## config.mk

```make
export PLATFORM = sky130hd
export DESIGN_NAME = throttle_dwell_timer
export DESIGN_NICKNAME = d
export VERILOG_FILES = /design/src/rtl/dwell_pkg.sv /design/src/rtl/dwell_sync.sv /design/src/rtl/dwell_core.sv /design/src/rtl/dwell_limit.sv /design/src/rtl/throttle_dwell_timer.sv
export SDC_FILE = /design/constraint.sdc
export NUM_CORES = 1
export LEC_CHECK = 0
export ABC_AREA = 1
export BUFFER_PORTS_ARGS = -buffer_cell sky130_fd_sc_hd__buf_2
export CORE_MARGIN = 3
export CORE_UTILIZATION = 47
export DETAILED_ROUTE_END_ITERATION = 8
export HOLD_SLACK_MARGIN = 0.06
export PLACE_DENSITY = 0.69
export RECOVER_POWER = 50
export REMOVE_ABC_BUFFERS = 1
export SKIP_LAST_GASP = 1
export SLEW_MARGIN = 20
export SYNTH_ARGS = -nofsm -noshare
export SYNTH_HDL_FRONTEND = slang
export SYNTH_SLANG_ARGS = --single-unit
```

## constraint.sdc

```tcl
create_clock -name clk -period 0.93 [get_ports clk]
set_clock_uncertainty 0.15 [all_clocks]
set_input_delay 0.186 -clock clk [delete_from_list [all_inputs] [get_ports clk]]
set_output_delay 0.186 -clock clk [all_outputs]
set_load 0.005 [all_outputs]
```

## src/rtl/dwell_pkg.sv

```systemverilog
package dwell_pkg;

  // Coarse phase of the dwell value, derived from its code.
  typedef enum logic [1:0] {
    PH_IDLE  = 2'd0,   // value 0: nothing seen since clear
    PH_SEEN  = 2'd1,   // value 1: asserted, below the coarse threshold
    PH_TIMED = 2'd2    // value >= 2: coarse time count
  } dwell_phase_e;

  localparam int unsigned DEF_VAL_W     = 8;
  localparam int unsigned DEF_PRE_TICKS = 2;
  localparam int unsigned DEF_STAGES    = 2;

endpackage

```

## src/rtl/dwell_sync.sv

```systemverilog
module dwell_sync #(
  parameter int unsigned STAGES  = 2,
  parameter bit          RST_VAL = 1'b0
) (
  input  logic clk,
  input  logic arst_n,
  input  logic d,
  output logic q
);

  logic [STAGES-1:0] chain_q;
  logic [STAGES-1:0] chain_d;

  always_comb begin
    chain_d = {chain_q[STAGES-2:0], d};
  end

  always_ff @(posedge clk or negedge arst_n) begin
    if (!arst_n) begin
      chain_q <= {STAGES{RST_VAL}};
    end else begin
      chain_q <= chain_d;
    end
  end

  assign q = chain_q[STAGES-1];

endmodule

```

## src/rtl/dwell_core.sv

```systemverilog
module dwell_core
  import dwell_pkg::*;
#(
  parameter int unsigned VAL_W     = DEF_VAL_W,
  parameter int unsigned PRE_TICKS = DEF_PRE_TICKS
) (
  input  logic             clk,
  input  logic             rst_n,
  input  logic             active,
  input  logic             tick,
  input  logic             rd_stb,
  output logic [VAL_W-1:0] val
);

  localparam int unsigned PRE_W        = $clog2(PRE_TICKS + 1);
  localparam logic [VAL_W-1:0] VAL_ZERO = '0;
  localparam logic [VAL_W-1:0] VAL_ONE  = VAL_W'(1);
  localparam logic [VAL_W-1:0] VAL_TWO  = VAL_W'(2);
  localparam logic [VAL_W-1:0] VAL_MAX  = '1;
  localparam logic [PRE_W-1:0] PRE_LAST = PRE_W'(PRE_TICKS);

  logic [VAL_W-1:0] val_q, val_d;
  logic [PRE_W-1:0] pre_q, pre_d;
  logic             upd_en;
  dwell_phase_e     phase;

  always_comb begin
    if (val_q == VAL_ZERO) begin
      phase = PH_IDLE;
    end else if (val_q == VAL_ONE) begin
      phase = PH_SEEN;
    end else begin
      phase = PH_TIMED;
    end
  end

  // State only moves on a read or while the pin is asserted.
  assign upd_en = rd_stb | active;

  always_comb begin
    val_d = val_q;
    pre_d = pre_q;
    if (rd_stb) begin
      // Read wins over any tick in the same cycle.
      pre_d = '0;
      val_d = active ? VAL_ONE : VAL_ZERO;
    end else if (active) begin
      unique case (phase)
        PH_IDLE: begin
          val_d = VAL_ONE;
          pre_d = tick ? PRE_W'(1) : '0;
        end
        PH_SEEN: begin
          if (tick) begin
            if (pre_q == PRE_LAST) begin
              val_d = VAL_TWO;
              pre_d = '0;
            end else begin
              pre_d = pre_q + PRE_W'(1);
            end
          end
        end
        default: begin
          if (tick && (val_q != VAL_MAX)) begin
            val_d = val_q + VAL_ONE;
          end
        end
      endcase
    end
  end

  always_ff @(posedge clk or negedge rst_n) begin
    if (!rst_n) begin
      val_q <= '0;
      pre_q <= '0;
    end else if (upd_en) begin
      val_q <= val_d;
      pre_q <= pre_d;
    end
  end

  assign val = val_q;

endmodule

```

## src/rtl/dwell_limit.sv

```systemverilog
module dwell_limit #(
  parameter int unsigned VAL_W = 8
) (
  input  logic             clk,
  input  logic             rst_n,
  input  logic [VAL_W-1:0] val,
  input  logic [VAL_W-1:0] limit,
  input  logic             rd_stb,
  input  logic             mask,
  output logic             flag,
  output logic             alert
);

  logic flag_q, flag_d;
  logic exceed;

  assign exceed = (val > limit);

  always_comb begin
    if (rd_stb) begin
      flag_d = 1'b0;
    end else begin
      flag_d = flag_q | exceed;
    end
  end

  always_ff @(posedge clk or negedge rst_n) begin
    if (!rst_n) begin
      flag_q <= 1'b0;
    end else begin
      flag_q <= flag_d;
    end
  end

  assign flag  = flag_q;
  assign alert = flag_q & ~mask;

endmodule

```

## src/rtl/throttle_dwell_timer.sv

```systemverilog
module throttle_dwell_timer
  import dwell_pkg::*;
#(
  parameter int unsigned VAL_W     = DEF_VAL_W,
  parameter int unsigned PRE_TICKS = DEF_PRE_TICKS,
  parameter int unsigned STAGES    = DEF_STAGES
) (
  input  logic             clk,
  input  logic             rst_n,
  input  logic             throttle_n,
  input  logic             tick,
  input  logic             rd_stb,
  input  logic [VAL_W-1:0] limit,
  input  logic             alert_mask,
  output logic [VAL_W-1:0] dwell_val,
  output logic             over_limit,
  output logic             alert_req
);

  logic rst_sync_n;
  logic pin_sync_n;
  logic active;

  // Reset: asserted asynchronously, released through a synchronizer.
  dwell_sync #(.STAGES(STAGES), .RST_VAL(1'b0)) u_rst_sync (
    .clk    (clk),
    .arst_n (rst_n),
    .d      (1'b1),
    .q      (rst_sync_n)
  );

  // Throttle pin: idles high (negated) out of reset.
  dwell_sync #(.STAGES(STAGES), .RST_VAL(1'b1)) u_pin_sync (
    .clk    (clk),
    .arst_n (rst_sync_n),
    .d      (throttle_n),
    .q      (pin_sync_n)
  );

  assign active = ~pin_sync_n;

  dwell_core #(.VAL_W(VAL_W), .PRE_TICKS(PRE_TICKS)) u_core (
    .clk    (clk),
    .rst_n  (rst_sync_n),
    .active (active),
    .tick   (tick),
    .rd_stb (rd_stb),
    .val    (dwell_val)
  );

  dwell_limit #(.VAL_W(VAL_W)) u_limit (
    .clk    (clk),
    .rst_n  (rst_sync_n),
    .val    (dwell_val),
    .limit  (limit),
    .rd_stb (rd_stb),
    .mask   (alert_mask),
    .flag   (over_limit),
    .alert  (alert_req)
  );

endmodule

```

# After elaboration in Yosys (flattened, before gate mapping)
# Index checks and enable logic that the tools add are counted.
# Widths: inputs -> output; s select.
op_classes:
  add_sub_neg: 2
  n_mul: 0
  div_mod_pow: 0
  order_cmp: 1
  n_eq_ne: 7
  n_shift: 0
  muxes: 16
  n_bitwise: 5
  reduce_logical: 7
ops:
  columns: ["op", "count"]
  rows:
  - ["$mux 8", 5]
  - ["$pmux 8 s2", 1]
  - ["$mux 2", 6]
  - ["$add 8x1->8 const B", 1]
  - ["$eq 8x1->1 const B", 1]
  - ["$gt 8x8->1", 1]
  - ["$logic_not 8->1", 1]
  - ["$ne 8x8->1 const B", 1]
  - ["$reduce_and 5->1", 1]
  - ["$pmux 2 s2", 1]
  - ["$reduce_and 4->1", 1]
  - ["$reduce_bool 4->1", 1]
  - ["$mux 1", 3]
  - ["$ne 3x2->1 const B", 1]
  - ["$ne 3x3->1 const B", 1]
  - ["$reduce_bool 3->1", 1]
  - ["$add 2x1->2 const B", 1]
  - ["$eq 2x1->1 const B", 1]
  - ["$eq 2x2->1 const B", 1]
  - ["$logic_not 2->1", 1]
  - ["$ne 2x2->1 const B", 1]
  - ["$not 1->1", 2]
  - ["$or 1x1->1", 2]
  - ["$and 1x1->1", 1]
  - ["$logic_and 1x1->1", 1]
totals:
  ff_bits: 15
  latch_bits: 0
  ramBits: 0
  rom_bits: 0
  output_inout_bits: 10
  wordCells: 43
  n_memories: 0

# Longest topological paths before layout
depth:
  depth_word: 7
  mapped_depth: 10
  mapped_depth_nobuf: 10

# Modules after synthesis
# Synthesis repeated with hierarchy kept, for this count alone.
hier_totals:
  cells_unflattened: 175
  area_unflattened_um2: 1218.7
modules_own_cells:
  columns: ["module", "instances", "cells_per_inst", "area_each_um2"]
  rows:
  - ["dwell_core", 1, 128, 845.8]
  - ["dwell_limit", 1, 41, 262.8]
  - ["dwell_sync (u_pin_sync)", 1, 2, 52.6]
  - ["dwell_sync (u_rst_sync)", 1, 2, 50.0]
  - ["throttle_dwell_timer", 1, 2, 7.5]

# Least setup slack after synthesis
# OpenSTA, ideal clock, no wires.
synth_timing:
  path_kind: "register to register"
  from: "register u_core.val_q[1], in the netlist u_core.val[1]"
  to: "register u_core.val_q[2], in the netlist u_core.val[2]"
  t_arrival_ps: 1350
  required_ps: 662
  path_slack_ps: -688
  path_stages_with_launch: 10
  period_less_slack_ps: 1618
  path_cell_list: "dfrtp_1 -> inv_1 -> ha_1 -> inv_1 -> nor2_1 -> nand3_4 -> nand3_4 -> nand3_4 -> nand2_1 -> nand2_1"
synth_via:
  elab_chain_len: 7
synth_lines:
  columns: ["element", "line", "source"]
  rows:
  - ["start: declaration", "dwell_core.sv:22", "logic [VAL_W-1:0] val_q, val_d;"]
  - ["start signal: assignment", "dwell_core.sv:77", "val_q <= val_d;"]
  - ["branches (longest 7 deep; another with $add 8x1->8)", null, null]
# Parallel ways; which one is timed is not known. The select of a mux whose other input is x is not followed.
# A chain may end at the register's enable or synchronous reset.

# Final worst setup path
layout_timing:
  from: "register u_core.val_q[0], in the netlist u_core.val[0]"
  to: "register u_core.val_q[2], in the netlist u_core.val[2]"
# Same word-level chain as after synthesis.

==> metrics.txt <==
RSZ-0062 raised after global routing true; FF+latch count, synth 15; DIE WIDTH between 50 and 60 um; CTS buffer count 3; post-layout min period between 1.5 and 2 ns; Hold Crit Class in2async; Syn-to-layout area delta 39.2%; nets@finish ~250; fillcell total ~210; CTS tree done; fmax between 0.6 and 0.7 GHz; startpoint types register; crit-path max cell delay ~0.48 ns; Worst Path Required 0.95 ns; post-route ant nets 0; Fin Hold WS about 0.052 ns; syn avg cell area between 7 and 8 um^2; Leakage about 0.94 nW; Critical R2R Capture u_core.val[2]; Critical R2R Launch u_core.val[0]; Slowest-stage cell, CP dfrtp_2; CTS Sinks 15; dominant synthesized flop cell dfrtp_1; post-synthesis sequential area ratio 29.4%; GR Util All Layers between 10% and 20%; DRC Markers 0; FFs w/ async S/R, synth between 90% and 100%; crit path from u_core.val[0]; I/O pins 24; Tot Pwr between 3 and 4 mW; Vias/cell around 5.0; clk buf depth 2; antenna violations before repair 0; vias in the first global route 1,196; Pins Over Slew Limit 0; final worst path period share 176%; status finished, violations left; CTS Hold Bufs 2; final count of negative-setup-slack endpoints 21; Hold Fails Final Rpt 0; Unique masters post-synth 29; Die Height roughly 58 um; failing checks setup timing; gpl congestion roughly 0.83; total of max-cap violations 0; worst-skew pair later-pin latency about 0.29 ns; Setup Crit Path Kind reg2reg; full die area 0.00340 mm^2; Synth area leaders dfrtp_1 25%, nand2_1 14%, ha_1 11%; drt first pass iters 4; Area after DPL roughly 0.0016 mm^2; flop2flop setup slack -0.70 ns; post-DR wirelength/cell ~12 um; Port Buf Inserts 23; final setup TNS -10.94 ns; Rows 18; CTS root buffer clkbuf_4; commonest non-fill, non-tap cells in the layout 47 x nand2_1, 25 x inv_1, 19 x buf_4, 18 x buf_2, 11 x nand3_1; Post-synth EDFFs 0; Worst setup EP type register; critical path, cell by cell inv_2 > ha_4 > nand2_4 > nand3_4 > nor2_4 > nor2_4 > nand3_4 > nand2_1 > nand2_1; initial DRC count 58; critical path fanouts, max 8; Peak VDD IR between 0.0015 and 0.002 V; first-pass GRT wire length 5.00 mm; crit path DAT 1.65 ns; fraction of layout cells with a size suffix above 1 44.1%; setup ws final -0.703 ns; Yosys top cell by area dfrtp_1; most common cell after layout, fill and taps aside nand2_1; Synth Cell Area approximately 0.0013 mm^2; Final Cell Area between 0.0015 and 0.002 mm^2; ant diodes 0; H-tree depth 1; pwr dens roughly 1900 mW/mm^2; Overflow after GRT 0; area share of the largest cell type after synthesis between 20 and 30%; drt total wl approximately 3 mm; Ys Warns 0; Mapped Cells ~170; reg2reg path depth 9; DP HPWL 2.40 mm; largest net degree at the start of global routing 14; core box area 0.00254 mm^2; initial core utilization just over 50%; Clk pin slew, worst setup/hold paths about 0.09 ns; DR vias between 1,000 and 1,500
==> sequential cells by signal, indices dropped and copies added, names as in the netlist <==
register            flops
u_core.pre_q            2
u_core.val              8
u_limit.flag            1
u_pin_sync.chain_q      2
u_rst_sync.chain_q      2
==> synth_stat cells, types with 3 or more instances <==
cell     instances
nor2_4           6
nand2_2          6
ha_1            11
nand3_4          3
nand2_1         48
nor2_1          14
dfrtp_1         13
nor2_2           3
inv_1           29
a21oi_1          5
nand3_1         11
==> worst max-delay path: cells and delay by family, from the launching register on <==
family,cells,cell delay (ns)
fa+ha+maj,1,0.15
buf+inv,1,0.10
flops,1,0.48
simple gates,7,0.65
==> routing by layer <==
metal	track usage [%]	up-vias	part of all wire, %
met5	0	-	0
met4	7.28	0	2.2
met3	2.67	10	7.5
met2	33.2	48	49
met1	23.2	597	41
li1	-	642	-
==> worst max path at each step <==
| stage | to | slack [ns] | cells past startpoint |
|---|---|---|---|
| 2_1_floorplan | u_core.val[2] | -0.69 | 9 |
| 3_3_place_gp | u_core.val[6] | -0.73 | 9 |
| 3_5_place_dp | u_core.val[2] | -0.76 | 9 |
| 4_1_cts | u_core.val[2] | -0.68 | 9 |
| 5_1_grt | u_core.val[7] | -0.78 | 9 |
| 6_report | u_core.val[2] | -0.70 | 9 |
==> cell type report <==
| cell class | count | area (um^2) | share of cell area, % |
|---|---|---|---|
| inverter | 31 | 118 | 6.57 |
| tap | 30 | 37.5 | 2.10 |
| timing repair buffer | 52 | 394 | 22.0 |
| clock inverter | 1 | 5.00 | 0.280 |
| multi-input combinational | 125 | 827 | 46.2 |
| clock buffer | 3 | 22.5 | 1.26 |
| sequential | 15 | 385 | 21.5 |
==> logic make-up (layout without fill, tap and decap cells) <==
group | count (synthesis) | in the layout | synth area share, %
AND/OR/NAND/NOR | 99 | 99 | 42.1
buffers and inverters | 33 | 87 | 10.9
flip-flops | 15 | 15 | 29.4
AO/OA/AOI/OAI | 12 | 12 | 5.26
adder cells (fa/ha/maj) | 11 | 11 | 10.7
XOR/XNOR | 2 | 2 | 1.36
other | 1 | 1 | 0.292
==> report_power, final <==
part / switching (mW) / internal [mW] / leakage [nW]
logic: 1.14 / 0.973 / 0.734
clock network: 0.205 / 0.160 / 0.0177
registers: 0.114 / 0.750 / 0.184
total: 1.46 / 1.88 / 0.936
==> metrics by stage <==
stage	cells	util, %	setup WS (ns)
3_5_place_dp	246	62.1	-0.762
3_3_place_gp	246	62.1	-0.725
5_1_grt	257	70.3	-0.777
6_report	257	70.3	-0.703
2_1_floorplan	171	-	-0.688
4_1_cts	254	68.1	-0.677
==> timing repair <==
action	CTS	global route
setup endpoints to repair	21	21
buffers inserted	2	3
hold endpoints to repair	14	13
gates resized for setup	21	14
pin swaps	9	4
(Power assumes the default switching activity.)
